--- src/rtl/adc_seq_pkg.sv ---
package adc_seq_pkg;

  localparam logic [1:0] ADDR_CTRL = 2'd0;
  localparam logic [1:0] ADDR_STAT = 2'd1;
  localparam logic [1:0] ADDR_LO   = 2'd2;
  localparam logic [1:0] ADDR_HI   = 2'd3;

  localparam logic [1:0] MODE_OFF    = 2'b00;
  localparam logic [1:0] MODE_REPEAT = 2'b11;

  typedef enum logic [1:0] {
    SQ_IDLE   = 2'd0,
    SQ_LAUNCH = 2'd1,
    SQ_WAIT   = 2'd2
  } seq_state_e;

endpackage

--- src/rtl/adc_rst_sync.sv ---
module adc_rst_sync #(
  parameter int STAGES = 2
) (
  input  logic clk,
  input  logic rst_n,
  output logic rst_sync_n
);

  logic [STAGES-1:0] sync_q;
  logic [STAGES-1:0] sync_n;

  always_comb begin
    sync_n = {sync_q[STAGES-2:0], 1'b1};
  end

  always_ff @(posedge clk or negedge rst_n) begin
    if (!rst_n) sync_q <= '0;
    else        sync_q <= sync_n;
  end

  assign rst_sync_n = sync_q[STAGES-1];

endmodule

--- src/rtl/adc_ctrl_reg.sv ---
module adc_ctrl_reg
  import adc_seq_pkg::*;
#(
  parameter int CH_W = 5
) (
  input  logic            clk,
  input  logic            rst_n,
  input  logic            wr_ctrl,
  input  logic [1:0]      wr_mode,
  input  logic            wr_start,
  input  logic [CH_W-1:0] wr_chan,
  input  logic            busy,
  input  logic            launch,
  output logic [1:0]      mode,
  output logic            start,
  output logic [CH_W-1:0] chan,
  output logic            stop_req
);

  logic [1:0]      mode_q,  mode_n;
  logic            start_q, start_n;
  logic [CH_W-1:0] chan_q,  chan_n;
  logic            chan_en;

  // a control write carrying the off mode is the forced stop
  assign stop_req = wr_ctrl && (wr_mode == MODE_OFF);
  // channel and start are frozen while a sequence runs
  assign chan_en  = wr_ctrl && !busy;

  always_comb begin
    mode_n  = mode_q;
    start_n = start_q;
    chan_n  = chan_q;
    if (wr_ctrl) mode_n = wr_mode;
    if (chan_en) begin
      chan_n  = wr_chan;
      start_n = wr_start;
    end
    if (launch)   start_n = 1'b0;
    if (stop_req) start_n = 1'b0;
  end

  always_ff @(posedge clk or negedge rst_n) begin
    if (!rst_n) begin
      mode_q  <= MODE_OFF;
      start_q <= 1'b0;
      chan_q  <= '0;
    end else begin
      mode_q  <= mode_n;
      start_q <= start_n;
      chan_q  <= chan_n;
    end
  end

  assign mode  = mode_q;
  assign start = start_q;
  assign chan  = chan_q;

endmodule

--- src/rtl/adc_sequencer.sv ---
module adc_sequencer
  import adc_seq_pkg::*;
(
  input  logic       clk,
  input  logic       rst_n,
  input  logic [1:0] mode,
  input  logic       start,
  input  logic       stop_req,
  input  logic       conv_done,
  output logic       launch,
  output logic       done_ok,
  output logic       conv_start,
  output logic       busy
);

  seq_state_e state_q, state_n;
  logic       busy_q,  busy_n;

  always_comb begin
    state_n = state_q;
    busy_n  = busy_q;
    launch  = 1'b0;
    done_ok = 1'b0;
    unique case (state_q)
      SQ_IDLE: begin
        if (start && (mode == MODE_REPEAT) && !stop_req) begin
          state_n = SQ_LAUNCH;
          busy_n  = 1'b1;
          launch  = 1'b1;
        end
      end
      SQ_LAUNCH: begin
        if (stop_req) begin
          state_n = SQ_IDLE;
          busy_n  = 1'b0;
        end else begin
          state_n = SQ_WAIT;
        end
      end
      SQ_WAIT: begin
        if (stop_req) begin
          state_n = SQ_IDLE;
          busy_n  = 1'b0;
        end else if (conv_done) begin
          done_ok = 1'b1;
          state_n = SQ_LAUNCH;
        end
      end
      default: begin
        state_n = SQ_IDLE;
        busy_n  = 1'b0;
      end
    endcase
  end

  always_ff @(posedge clk or negedge rst_n) begin
    if (!rst_n) begin
      state_q <= SQ_IDLE;
      busy_q  <= 1'b0;
    end else begin
      state_q <= state_n;
      busy_q  <= busy_n;
    end
  end

  assign conv_start = (state_q == SQ_LAUNCH);
  assign busy       = busy_q;

endmodule

--- src/rtl/adc_result_regs.sv ---
module adc_result_regs #(
  parameter int RES_W = 10
) (
  input  logic             clk,
  input  logic             rst_n,
  input  logic             done_ok,
  input  logic [RES_W-1:0] code,
  input  logic             rd_lo,
  input  logic             rd_hi,
  input  logic             stop_req,
  output logic [RES_W-1:0] result,
  output logic             eoc,
  output logic             lock,
  output logic             irq
);

  logic [RES_W-1:0] res_q;
  logic             eoc_q,  eoc_n;
  logic             lock_q, lock_n;
  logic             irq_q;
  logic             take;

  // a low-byte read in the same cycle already counts as half read
  assign take = done_ok && !(lock_q || rd_lo);

  always_comb begin
    lock_n = lock_q;
    if (rd_hi)    lock_n = 1'b0;
    if (rd_lo)    lock_n = 1'b1;
    if (stop_req) lock_n = 1'b0;
    eoc_n = eoc_q;
    if (rd_hi) eoc_n = 1'b0;
    if (take)  eoc_n = 1'b1;
  end

  always_ff @(posedge clk or negedge rst_n) begin
    if (!rst_n) begin
      eoc_q  <= 1'b0;
      lock_q <= 1'b0;
      irq_q  <= 1'b0;
    end else begin
      eoc_q  <= eoc_n;
      lock_q <= lock_n;
      irq_q  <= take;
    end
  end

  // data storage needs no reset: contents before the first result are undefined
  always_ff @(posedge clk) begin
    if (take) res_q <= code;
  end

  assign result = res_q;
  assign eoc    = eoc_q;
  assign lock   = lock_q;
  assign irq    = irq_q;

endmodule

--- src/rtl/adc_repeat_seq.sv ---
module adc_repeat_seq
  import adc_seq_pkg::*;
#(
  parameter int RES_W = 10,
  parameter int CH_W  = 5
) (
  input  logic             clk,
  input  logic             rst_n,
  input  logic             bus_wr,
  input  logic             bus_rd,
  input  logic [1:0]       bus_addr,
  input  logic [7:0]       bus_wdata,
  output logic [7:0]       bus_rdata,
  output logic             conv_start,
  output logic [CH_W-1:0]  conv_chan,
  input  logic             conv_done,
  input  logic [RES_W-1:0] conv_code,
  output logic             irq
);

  localparam int LO_BITS = RES_W - 8;
  localparam int CTRL_W  = 3 + CH_W;

  logic            rst_sync_n;
  logic            wr_ctrl, rd_lo, rd_hi;
  logic [1:0]      ctl_mode;
  logic            ctl_start;
  logic [CH_W-1:0] ctl_chan;
  logic            ctl_stop;
  logic            seq_launch, seq_done_ok, seq_busy;
  logic [RES_W-1:0] res_value;
  logic            res_eoc, res_lock;

  assign wr_ctrl = bus_wr && (bus_addr == ADDR_CTRL);
  assign rd_lo   = bus_rd && (bus_addr == ADDR_LO);
  assign rd_hi   = bus_rd && (bus_addr == ADDR_HI);

  adc_rst_sync #(.STAGES(2)) u_rst (
    .clk        (clk),
    .rst_n      (rst_n),
    .rst_sync_n (rst_sync_n)
  );

  adc_ctrl_reg #(.CH_W(CH_W)) u_ctrl (
    .clk      (clk),
    .rst_n    (rst_sync_n),
    .wr_ctrl  (wr_ctrl),
    .wr_mode  (bus_wdata[1:0]),
    .wr_start (bus_wdata[2]),
    .wr_chan  (bus_wdata[2+CH_W:3]),
    .busy     (seq_busy),
    .launch   (seq_launch),
    .mode     (ctl_mode),
    .start    (ctl_start),
    .chan     (ctl_chan),
    .stop_req (ctl_stop)
  );

  adc_sequencer u_seq (
    .clk        (clk),
    .rst_n      (rst_sync_n),
    .mode       (ctl_mode),
    .start      (ctl_start),
    .stop_req   (ctl_stop),
    .conv_done  (conv_done),
    .launch     (seq_launch),
    .done_ok    (seq_done_ok),
    .conv_start (conv_start),
    .busy       (seq_busy)
  );

  adc_result_regs #(.RES_W(RES_W)) u_res (
    .clk      (clk),
    .rst_n    (rst_sync_n),
    .done_ok  (seq_done_ok),
    .code     (conv_code),
    .rd_lo    (rd_lo),
    .rd_hi    (rd_hi),
    .stop_req (ctl_stop),
    .result   (res_value),
    .eoc      (res_eoc),
    .lock     (res_lock),
    .irq      (irq)
  );

  always_comb begin
    bus_rdata = '0;
    unique case (bus_addr)
      ADDR_CTRL: bus_rdata[CTRL_W-1:0] = {ctl_chan, ctl_start, ctl_mode};
      ADDR_STAT: bus_rdata[1:0]        = {seq_busy, res_eoc};
      ADDR_LO:   bus_rdata             = {res_value[LO_BITS-1:0], {(8-LO_BITS){1'b0}}};
      ADDR_HI:   bus_rdata             = res_value[RES_W-1:LO_BITS];
      default:   bus_rdata             = '0;
    endcase
  end

  assign conv_chan = ctl_chan;

endmodule

--- config.mk ---
export PLATFORM = sky130hd
export DESIGN_NAME = adc_repeat_seq
export DESIGN_NICKNAME = d
export VERILOG_FILES = /design/src/rtl/adc_seq_pkg.sv /design/src/rtl/adc_rst_sync.sv /design/src/rtl/adc_ctrl_reg.sv /design/src/rtl/adc_sequencer.sv /design/src/rtl/adc_result_regs.sv /design/src/rtl/adc_repeat_seq.sv
export SDC_FILE = /design/constraint.sdc
export NUM_CORES = 1
export LEC_CHECK = 0
export BUFFER_PORTS_ARGS = -buffer_cell sky130_fd_sc_hd__buf_2
export CORE_MARGIN = 8
export CORE_UTILIZATION = 34
export DETAILED_ROUTE_END_ITERATION = 8
export SLEW_MARGIN = 20
export SYNTH_ARGS = -nofsm -noshare
export SYNTH_HDL_FRONTEND = slang
export SYNTH_SLANG_ARGS = --single-unit
export TNS_END_PERCENT = 30
--- constraint.sdc ---
create_clock -name clk -period 1.08 [get_ports clk]
set_clock_uncertainty 0.05 [all_clocks]
set_input_delay 0.054 -clock clk [delete_from_list [all_inputs] [get_ports clk]]
set_output_delay 0.054 -clock clk [all_outputs]
set_load 0.05 [all_outputs]
* After elaboration in Yosys (flattened, before gate mapping)
Index checks and enable logic that the tools add are counted.
** Cells by class
- Equality and inequality tests :: 9
- Muxes and demuxes :: 22
- Reduce and logical (&&, ||, !) cells :: 21
** Operators with widths (number)
- 6-bit case mux with 3 select lines :: 1
- 1-bit 2-to-1 mux :: 14
- 2-bit == test, second input constant :: 4
- 1-bit logical AND :: 8
- 2-bit 2-to-1 mux :: 4
- 2-bit case mux with 4 select lines :: 1
- 2-bit zero test :: 3
- 2-bit case mux with 3 select lines :: 1
- 3-bit nonzero test :: 2
- 2-bit by 1-bit == test with 1-bit output, second input constant :: 2
- 2-bit by 1-bit inequality test with 1-bit output, second input constant :: 2
- 2-bit AND reduction :: 2
- 1-bit zero test :: 3
- 3-bit by 2-bit inequality test with 1-bit output, second input constant :: 1
- 1-bit case mux with 2 select lines :: 1
- 2-bit nonzero test :: 1
- 2-bit OR reduction :: 1
- 1-bit logical OR :: 1
** Storage, ports and cells
- Register bits :: 26
- Input bits :: 25
- Word-level logic and storage cells :: 62

* Longest topological paths before layout
Gate-level depths: netlist of the first run.
- Word-level depth :: 9
- Mapped depth :: 6
- Gate-level depth less buffers :: 5

* By module
A second synthesis of the first run with hierarchy kept.
** Second synthesis, totals
- Cells, all modules :: 85
- Area total of the unflattened synthesis :: 1237.4 µm²
** Modules (own cells, without submodules)
- adc_result_regs :: instances 1, cells an instance 19, area an instance 414.1 µm², sequential area each 375.4 µm²
- adc_ctrl_reg :: instances 1, cells an instance 20, area an instance 355.3 µm², sequential area each 200.2 µm²
- adc_sequencer :: instances 1, cells an instance 23, area an instance 251.5 µm², sequential area each 75.1 µm²
- adc_repeat_seq :: instances 1, cells an instance 20, area an instance 162.7 µm², sequential area each 0.0 µm²
- adc_rst_sync :: instances 1, cells an instance 3, area an instance 53.8 µm², sequential area each 50.0 µm²

* Worst setup path before layout of the first run
Ideal clock, no wire load.
- Kind :: flip-flop to flip-flop
- From :: reg u_seq.state_q[0]
- To :: reg u_res.res_q[0] (netlist: u_res.result[0]) (enable)
- Library setup time :: 0.414 ns
- Arrival :: 2.068 ns
- Data required time :: 0.616 ns
- Setup slack :: -1.452 ns
- Cell stages (with the launch flop) :: 5
- Path buffers :: 0
- Path through :: dfrtp_1 > inv_1 > ha_1 > o31ai_4 > nor4b_1
** On the way
- Word-level cells in the longest chain between the ends :: 3
** Ends and longest elaborated chain
- start, declared :: RTL line adc_sequencer.sv:16 : seq_state_e state_q, state_n;
- start signal, assigned :: RTL line adc_sequencer.sv:61 : state_q <= state_n;
- 2-bit == test :: RTL line adc_sequencer.sv:24 : unique case (state_q)
- 1-bit 2-to-1 mux :: RTL line adc_sequencer.sv:24
- 1-bit logical AND :: RTL line adc_result_regs.sv:24 : assign take = done_ok && !(lock_q || rd_lo);
- end signal, assigned :: RTL line adc_result_regs.sv:50 : if (take) res_q <= code;
- end, declared :: RTL line adc_result_regs.sv:17 : logic [RES_W-1:0] res_q;
No other way between the ends.
A chain may end at the register's enable or synchronous reset.

* Final worst setup path of the first run
- From :: reg u_seq.state_q[0]
- To :: reg u_res.res_q[3] (netlist: u_res.result[3]) (enable)
The elaborated chain is that of the path after synthesis.

==> flow_summary_export.csv, run 1 <==
group,metric,value,unit
clock_network,htree_levels,1,
critical_path,timing.critical_path.slowest_cell_delay,420,ps
routing,routed_via_density,4.66,
die,die_h,75.5,um
clock_network,cts-root-buf,"clkbuf_4",
layout,area.sequential,701,sq um
critical_path,endpoint_kind,"flop",
layout,fin_util,59.6,%
synth,synthArstFlopShare,61.5,%
clock_network,clockBufferDepth,2,
critical_path,crit_type,"flop to flop",
critical_path,critPathMaxFanout,12,
placement,dp_hpwl,2240,um
layout,finish.instance_area,2000,sq um
synth,synth_area,1200,sq um
synth,synth_area_leaders,"dfrtp_1 (33%), edfxtp_1 (25%), mux2_2 (8.4%)",
die,die-area,5700,sq um
synth,synth.top_cell.area_share,33.3,%
die,core-area,3360,sq um
job,drv_cap,0,
run_status,status,"complete, but fails checks",
critical_path,arrival,1570,ps
routing,wl_per_cell,14.6,um
synth,yosysMostFrequentCell,"dfrtp_1",
power,p_int,2.58,mW
critical_path,required,1080,ps
power,switching_power,1.55,mW
layout,drive_gt1_share,53.5,%
sta,fin_crit_sh,145,%
power,p_clk_share,14.0,%
run_status,failed_checks,"setup timing",
routing,drtIter0Drc,38,
layout,finish.net_count,202,
layout,diodes,0,
clock_network,post_cts_buffers,0,
placement,io_buffer_count,39,
die,start_util,35.8,%
die,die_w,75.5,um
hold_path,hold_class,"input port to flop",
die,rows,21,
layout,area_growth_syn_to_layout,66.7,%
sta,setup-violations-final,30,
routing,via_count,1015,
placement,place_area,1630,sq um
placement,place_inst,193,
synth,syn-mean-instance-area,13.7,sq um
critical_path,path_cells,"inv_2 > ha_4 > o31ai_4 > nor4b_4 > buf_12",
power,p_sw_share,37.5,%
clock_network,cts.clk_slew.worst_paths,150,ps
routing,firstDrtPassIters,4,
power,p_leak,0.916,nW
clock_network,clock_latency,320,ps
layout,multiInputGateArea,499,sq um
critical_path,cp-start-kind,"flop",
layout,n_fill_cell,297,
sta,hold_viol_final,0,
clock_network,cts_tree,"built",
synth,netlist.top_cell.by_area,"dfrtp_1",
synth,ys_seq_elements,26,
routing,drc,0,
critical_path,slowest_stage,"dfrtp_1",
grt,grtUsageTotal,12.7,%
power,pwr-share-seq,34.0,%
synth,ys.flop_type,"dfrtp_1",
grt,antenna_found_initial,0,
grt,grt_pass1_wl,5420,um
die,ioPinCount,40,
grt,grt_max_degree,16,
sta,fin_crit,1570,ps
layout,fin_cells,218,
routing,final_antenna_net_count,0,
sta,fmax,637,MHz
synth,ys_seq_area_share,58.3,%
grt,grt_overflow,0,
synth,synthTopCellsByCount,"dfrtp_1 (16), edfxtp_1 (10), mux2_2 (9)",
synth,synth_cells,88,
clock_network,cts_sinks,26,
synth,synth_nets,117,
placement,gp_congestion,0.796,
clock_network,cts_buffers,3,
synth,synth.distinct_cells,29,
sta,slew_viol_final,0,
power,comb_power_share,52.0,%
grt,grt_pass1_vias,1186,
sta,rsz0062_at_grt,"true",
routing,wl,3190,um
sta,timing.final.ws_setup,-490,ps
power,vdd_ir_drop_max,0.00114,V
synth,synth_warnings,0,
power,p_per_area,2060,nW/um^2
synth,synth_edf_count,10,
-- worst paths after layout --
check / end / slack (ps) / from / cells past startpoint
worst min-delay path: u_res.irq$_DFF_PN0_ / 100 / conv_done / 3
worst max-delay path: u_res.result[3]$_DFFE_PP_ / -490 / u_seq.state_q[0]$_DFFE_PN0P_ / 5
min in group asynchronous: u_seq.busy$_DFFE_PN0P_ / 150 / u_rst.sync_q[1]$_DFF_PN0_ / 1
max in group asynchronous: u_rst.sync_q[1]$_DFF_PN0_ / 370 / rst_n / 3
worst max register to register: u_res.result[3]$_DFFE_PP_ / -490 / u_seq.state_q[0]$_DFFE_PN0P_ / 5
worst min register to register: u_seq.busy$_DFFE_PN0P_ / 150 / u_rst.sync_q[1]$_DFF_PN0_ / 1
-- final cells by class --
cell class,count,share of cell area [%]
clock buffers,4,2.37
multi-input cells,54,24.9
repair buffers,84,34.1
inverters,4,0.749
well taps,46,2.87
flip-flops and latches,26,35.0
-- placed cells by master (no fill, tap or decap), types with 2 or more instances in the layout --
cell type / Yosys / routed
nand2_1: 4 / 4
edfxtp_1: 10 / 10
mux2_2: 9 / 6
nand3_1: 3 / 3
a21oi_1: 2 / 2
inv_2: 0 / 2
nor2_1: 4 / 3
a22o_2: 2 / 2
mux2_4: 1 / 4
dlygate4sd3_1: 0 / 21
buf_4: 0 / 24
dfrtp_1: 16 / 16
mux2i_1: 3 / 3
ha_2: 0 / 2
o21ai_1: 0 / 2
buf_2: 0 / 24
nor2_2: 1 / 2
inv_1: 4 / 2
nor3_1: 2 / 2
clkbuf_4: 0 / 4
a31oi_1: 2 / 2
a22o_1: 4 / 4
buf_6: 3 / 13
-- logic make-up (layout without fill, tap and decap cells) --
group           Yosys count  in the layout  synth area share, %
flops                    26             26                 58.3
compound gates           18             18                 12.7
simple gates             18             18                 8.01
mux                      13             13                 12.2
buf+inv                   8             92                 4.37
fa+ha+maj                 4              4                 4.16
other cells               1              1                0.312
-- stage by stage --
| step | total power, mW | TNS [ps] | worst slack (ps) | hold WS, ps |
|---|---|---|---|---|
| 4_1_cts | 4.11 | -9870 | -497 | 78.7 |
| 2_1_floorplan | 2.57 | -12260 | -647 | -292 |
| 5_1_grt | 4.38 | -11410 | -552 | 81.7 |
| 3_3_place_gp | 3.19 | -8620 | -461 | -210 |
| 3_5_place_dp | 3.23 | -9150 | -497 | -209 |
| 6_report | 4.13 | -9560 | -490 | 97.2 |
-- per-layer routing --
metal,up-vias,track usage (%),part of all wire (%),routed length [um]
met1,495,14.2,41,1310
li1,491,-,-,-
met3,2,3.68,7.1,226
met2,27,22.2,51,1640
met4,0,4.48,0.47,15
met5,-,0,0,0
-- worst max-delay path, delay by kind of cell, from the launching register on --
family	cells	cell delay, ps
flip-flops	1	420
adder cells (fa/ha/maj)	1	140
buffers and inverters	2	260
AO/OA/AOI/OAI	1	80
AND/OR/NAND/NOR	1	330
-- flip-flops by register name (all words and copies together) (netlist names) --
signal and flops:
u_res.result 10, u_ctrl.chan 5, u_ctrl.mode 2, u_rst.sync_q 2
u_seq.state_q 2, u_ctrl.start 1, u_res.eoc 1, u_res.irq 1
u_res.lock 1, u_seq.busy 1
-- power by group through the flow --
stage / sequential, mW / combinational (mW) / clock (mW)
floorplan: 1.67 / 0.904 / 0
global placement: 1.39 / 1.80 / 0
detailed placement: 1.40 / 1.83 / 0
CTS: 1.40 / 2.11 / 0.604
global route: 1.43 / 2.32 / 0.626
finish: 1.40 / 2.15 / 0.579
-- what timing repair did --
item | 4_1_cts | 5_1_grt
cloned | 0 | 0
pin swaps | 5 | 1
hold endpoints to repair | 21 | 0
endpoints found under the setup margin | 35 | 34
hold buffers | 21 | 0
gates resized for setup | 31 | 8
Note: power is estimated with default switching activity, not from simulation.
==> run 2, diff against run 1 <==
- BUFFER_PORTS_ARGS: -buffer_cell sky130_fd_sc_hd__buf_2 -> -buffer_cell sky130_fd_sc_hd__buf_4
==> run 2 against run 1 <==
  * Sequential share of layout area shrank 0.91 points
  * Register-to-register slack is essentially flat
  * Critical path type unchanged
  * Count of clock-buffer cells in the layout is the same
  * Non-clock buffer count shrank 1
  * The flow still finishes with violations (setup timing)
  * Critical endpoint unchanged
  * Largest cell class is now buffers
  * Highest routed layer unchanged
==> flow_summary_export.csv, run 2 (synthesized netlist as in run 1, its figures left out) <==
group,metric,value,unit
run_status,status,"complete, but fails checks",
run_status,failed_checks,"setup timing",
layout,fin_util,61.2,%
layout,final_cell_mix,"buf_4 (48), dlygate4sd3_1 (21), dfrtp_1 (16)",
critical_path,arrival,1560,ps
critical_path,slowest_stage,"dfrtp_1",
routing,via_count,1016,
sta,slew_viol_final,0,
layout,final_common_cell,"buf_4",
routing,firstDrtPassIters,4,
power,vdd_ir_drop_max,0.00103,V
grt,grt_max_degree,15,
layout,n_fill_cell,301,
clock_network,post_cts_buffers,0,
die,die_h,75.5,um
sta,fin_crit_sh,144,%
die,start_util,35.8,%
routing,routed_via_density,4.68,
die,core-area,3360,sq um
sta,hold_viol_final,0,
critical_path,reg2reg_depth,5,
clock_network,htree_levels,1,
critical_path,critPathMaxFanout,12,
clock_network,cts_buffers,3,
layout,largest_reg_flops,10,
clock_network,cts_tree,"built",
sta,fin_crit,1560,ps
sta,rsz0062_at_grt,"true",
power,p_leak,0.933,nW
placement,gp_congestion,0.790,
routing,wl,3300,um
grt,grtUsageTotal,13.2,%
placement,place_area,1720,sq um
clock_network,cts.clk_slew.worst_paths,140,ps
critical_path,crit_type,"flop to flop",
power,p_per_area,1980,nW/um^2
critical_path,endpoint_kind,"flop",
job,drv_cap,0,
clock_network,cts-root-buf,"clkbuf_4",
critical_path,reg2reg_slack,-480,ps
grt,grt_pass1_vias,1176,
layout,finish.net_count,201,
placement,io_buffer_count,39,
layout,multiInputGateArea,519,sq um
routing,final_antenna_net_count,0,
clock_network,cts_sinks,26,
critical_path,path_cells,"inv_2 > ha_4 > o31ai_4 > nor4b_4 > buf_12",
critical_path,worstSetupEndpoint,"u_res.result[3]$_DFFE_PP_",
routing,wl_per_cell,15.2,um
sta,fmax,642,MHz
power,p_total,4.07,mW
clock_network,clockBufferDepth,2,
layout,area_growth_syn_to_layout,71.2,%
layout,drive_gt1_share,52.6,%
die,die-area,5700,sq um
grt,antenna_found_initial,0,
grt,grt_overflow,0,
grt,grt_pass1_wl,5600,um
die,rows,21,
critical_path,startpoint,"u_seq.state_q[0]$_DFFE_PN0P_",
sta,fin_setup_tns,-9010,ps
die,ioPinCount,40,
routing,drtIter0Drc,28,
sta,setup-violations-final,30,
critical_path,r2r_start,"u_seq.state_q[0]$_DFFE_PN0P_",
hold_path,hold_class,"input port to flop",
layout,area.sequential,701,sq um
routing,drc,0,
clock_network,clock_latency,310,ps
critical_path,timing.critical_path.slowest_cell_delay,420,ps
critical_path,cp-start-kind,"flop",
placement,dp_hpwl,2290,um
sta,timing.hold.ws,93.2,ps
critical_path,reg2reg_to,"u_res.result[3]$_DFFE_PP_",
critical_path,required,1080,ps
layout,finish.instance_area,2060,sq um
sta,timing.final.ws_setup,-479,ps
layout,diodes,0,
die,die_w,75.5,um
==> run 2: cell count changes in the layout (fill, tap and decap cells not counted), sizes merged <==
cell / before / now
clkbuf: 5 / 4
==> run 2: worst min path at each step <==
stage,startpoint,to,slack (ps),cells after the start
2_1_floorplan,rst_n,u_rst.sync_q[0]$_DFF_PN0_,-290,0
3_3_place_gp,rst_n,u_rst.sync_q[0]$_DFF_PN0_,-210,1
3_5_place_dp,rst_n,u_rst.sync_q[0]$_DFF_PN0_,-210,1
4_1_cts,bus_wdata[2],u_ctrl.start$_DFFE_PN0P_,10,3
5_1_grt,conv_done,u_seq.state_q[0]$_DFFE_PN0P_,90,3
6_report,conv_done,u_seq.state_q[0]$_DFFE_PN0P_,90,3
==> run 2: metrics by stage <==
stage	worst slack, ps	instances
floorplan	-647	88
global placement	-462	192
detailed placement	-514	192
CTS	-485	216
global route	-557	217
finish	-479	217
==> run 2: routing by layer <==
metal | wire length [um] | global-route usage (%) | part of all wire, % | vias up
li1 | - | - | - | 488
met1 | 1340 | 15.1 | 40 | 501
met2 | 1730 | 23.0 | 53 | 25
met3 | 214 | 3.95 | 6.5 | 2
met4 | 15 | 3.84 | 0.45 | 0
met5 | 0 | 0 | 0 | -
==> run 2: worst max-delay path: cells and delay by family (launching register included) <==
kind / cells / cell delay (ps)
and+or+nand+nor: 1 / 320
adders and majority gates: 1 / 140
buffers and inverters: 2 / 270
DFF: 1 / 420
AOI/OAI and AO/OA: 1 / 90
==> run 2: timing repair <==
action | CTS | global route
hold buffers | 20 | 1
gates cloned | 0 | 0
gates resized for setup | 22 | 6
endpoints found under the setup margin | 30 | 33
hold endpoints to repair | 20 | 1
pin swaps | 6 | 0
==> run 2: report_power, final <==
part	internal, mW	switching [mW]
Combinational	1.11	1.12
Clock	0.144	0.278
Sequential	1.25	0.167
Total	2.51	1.56
==> run 2: cell type report <==
cell class	instances	area share [%]
Multi-Input combinational cell	54	25.2
Inverter	4	0.851
Clock buffer	4	1.28
Sequential cell	26	34.0
Tap cell	46	2.80
Timing Repair Buffer	83	35.8
==> run 3, diff against run 2 <==
- RECOVER_POWER: default -> 100
==> run 3 against run 2 <==
  * The run still ends with setup timing left
  * Register-to-register slack hardly changed
  * Clock power hardly changed
  * Cell area is 0.30% lower
  * Routed wire length is 0.64% lower
  * Critical path depth stayed put
  * Critical endpoint unchanged
==> flow_summary_export.csv, run 3 (synthesized netlist as in run 1, its figures left out) <==
group,metric,value,unit
die,ioPinCount,40,
placement,place_inst,192,
routing,via_count,1008,
critical_path,cp-start-kind,"flop",
sta,timing.final.ws_setup,-482,ps
clock_network,cts.clk_slew.worst_paths,140,ps
grt,grtUsageTotal,13.2,%
die,start_util,35.8,%
critical_path,endpoint_kind,"flop",
die,rows,21,
critical_path,crit_type,"flop to flop",
job,drv_cap,0,
sta,fin_crit,1560,ps
layout,largest_reg_flops,10,
critical_path,required,1080,ps
sta,timing.hold.ws,93.6,ps
die,die_h,75.5,um
grt,antenna_found_initial,0,
hold_path,hold_class,"input port to flop",
layout,final_cell_mix,"buf_4 (33), dlygate4sd3_1 (21), clkbuf_4 (16), dfrtp_1 (16), buf_6 (13)",
layout,final_common_cell,"buf_4",
routing,drtIter0Drc,38,
routing,wl_per_cell,15.1,um
clock_network,cts_sinks,26,
layout,finish.net_count,201,
layout,n_fill_cell,304,
sta,hold_viol_final,0,
die,die-area,5700,sq um
critical_path,cp_num_buf_inv,2,
routing,firstDrtPassIters,2,
layout,drive_gt1_share,52.0,%
sta,setup-violations-final,30,
placement,gp_congestion,0.790,
die,core-area,3360,sq um
clock_network,clockBufferDepth,2,
placement,io_buffer_count,39,
power,p_per_area,1970,nW/um^2
sta,slew_viol_final,0,
die,die_w,75.5,um
clock_network,cts_buffers,3,
layout,diodes,0,
critical_path,path_cells,"inv_2 > ha_4 > o31ai_4 > nor4b_4 > buf_12",
critical_path,critPathMaxFanout,12,
layout,fin_cells,217,
layout,area_growth_syn_to_layout,70.7,%
power,p_leak,0.926,nW
sta,rsz0062_at_grt,"true",
run_status,status,"complete, but fails checks",
placement,dp_hpwl,2290,um
clock_network,htree_levels,1,
grt,grt_overflow,0,
grt,grt_max_degree,15,
critical_path,arrival,1560,ps
sta,fmax,640,MHz
grt,grt_pass1_vias,1176,
critical_path,slowest_stage,"dfrtp_1",
clock_network,cts-root-buf,"clkbuf_4",
clock_network,clock_latency,310,ps
routing,final_antenna_net_count,0,
run_status,failed_checks,"setup timing",
routing,routed_via_density,4.65,
routing,drc,0,
clock_network,cts_tree,"built",
critical_path,crit_family,"flip-flops",
power,vdd_ir_drop_max,0.00102,V
grt,grt_pass1_wl,5600,um
power,p_total,4.05,mW
routing,wl,3280,um
critical_path,timing.critical_path.slowest_cell_delay,420,ps
sta,fin_crit_sh,145,%
[run 3: cell count changes in the layout (fill, tap and decap cells not counted), sizes merged]
cell | before | now
clkbuf | 4 | 19
buf | 62 | 47
[run 3: cell type report]
class / instances / area (sq um) / share of cell area [%]
timing repair buffer: 83 / 731 / 35.6
clock buffer: 4 / 26.3 / 1.28
multi-input combinational: 54 / 519 / 25.3
tap: 46 / 57.6 / 2.80
sequential: 26 / 701 / 34.1
inverter: 4 / 17.5 / 0.854
[run 3: path summary, 6_finish.rpt]
check | startpoint | endpoint | depth (start not counted) | slack [ps]
worst max-delay path | u_seq.state_q[0]$_DFFE_PN0P_ | u_res.result[3]$_DFFE_PP_ | 5 | -480
worst min-delay path | conv_done | u_seq.state_q[0]$_DFFE_PN0P_ | 3 | 90
worst max register to register | u_seq.state_q[0]$_DFFE_PN0P_ | u_res.result[3]$_DFFE_PP_ | 5 | -480
worst min register to register | u_rst.sync_q[1]$_DFF_PN0_ | u_res.irq$_DFF_PN0_ | 1 | 210
max in group asynchronous | rst_n | u_rst.sync_q[1]$_DFF_PN0_ | 3 | 330
min in group asynchronous | u_rst.sync_q[1]$_DFF_PN0_ | u_res.irq$_DFF_PN0_ | 1 | 210
[run 3: timing repair]
| item | CTS | global route |
|---|---|---|
| setup endpoints to repair | 30 | 33 |
| gates resized for setup | 22 | 6 |
| hold endpoints to repair | 20 | 1 |
| hold buffers | 20 | 1 |
| pin swaps | 6 | 0 |
| buffers inserted | 0 | 0 |
[run 3: layer usage]
layer  GRT usage, %  vias up  share of wire [%]
li1               -      487                  -
met1           15.1      494                 40
met2           23.0       25                 53
met3           3.95        2                6.5
met4           3.84        0               0.43
met5              0        -                  0
[run 3: stage by stage]
stage          instance area [sq um]  utilization (%)  worst slack [ps]  TNS, ps
5_1_grt                         2050             61.0              -557   -11200
2_1_floorplan                   1220                -              -647   -12260
3_5_place_dp                    1720             51.1              -514    -9260
6_report                        2050             61.0              -482    -9040
3_3_place_gp                    1720             51.1              -462    -8530
4_1_cts                         2030             60.2              -485    -9320
[run 3: tightest hold or removal path: cells and delay by family]
| kind | cells | cell delay [ps] |
|---|---|---|
| muxes | 1 | 190 |
| AOI/OAI and AO/OA | 1 | 100 |
| buffers and inverters | 1 | 90 |
[run 3: where the power goes]
group | switching, mW | total, mW | internal, mW | leakage, nW
logic | 1.12 | 2.22 | 1.10 | 0.626
clock network | 0.275 | 0.419 | 0.144 | 0.0150
registers | 0.165 | 1.42 | 1.25 | 0.285
total | 1.56 | 4.05 | 2.50 | 0.926
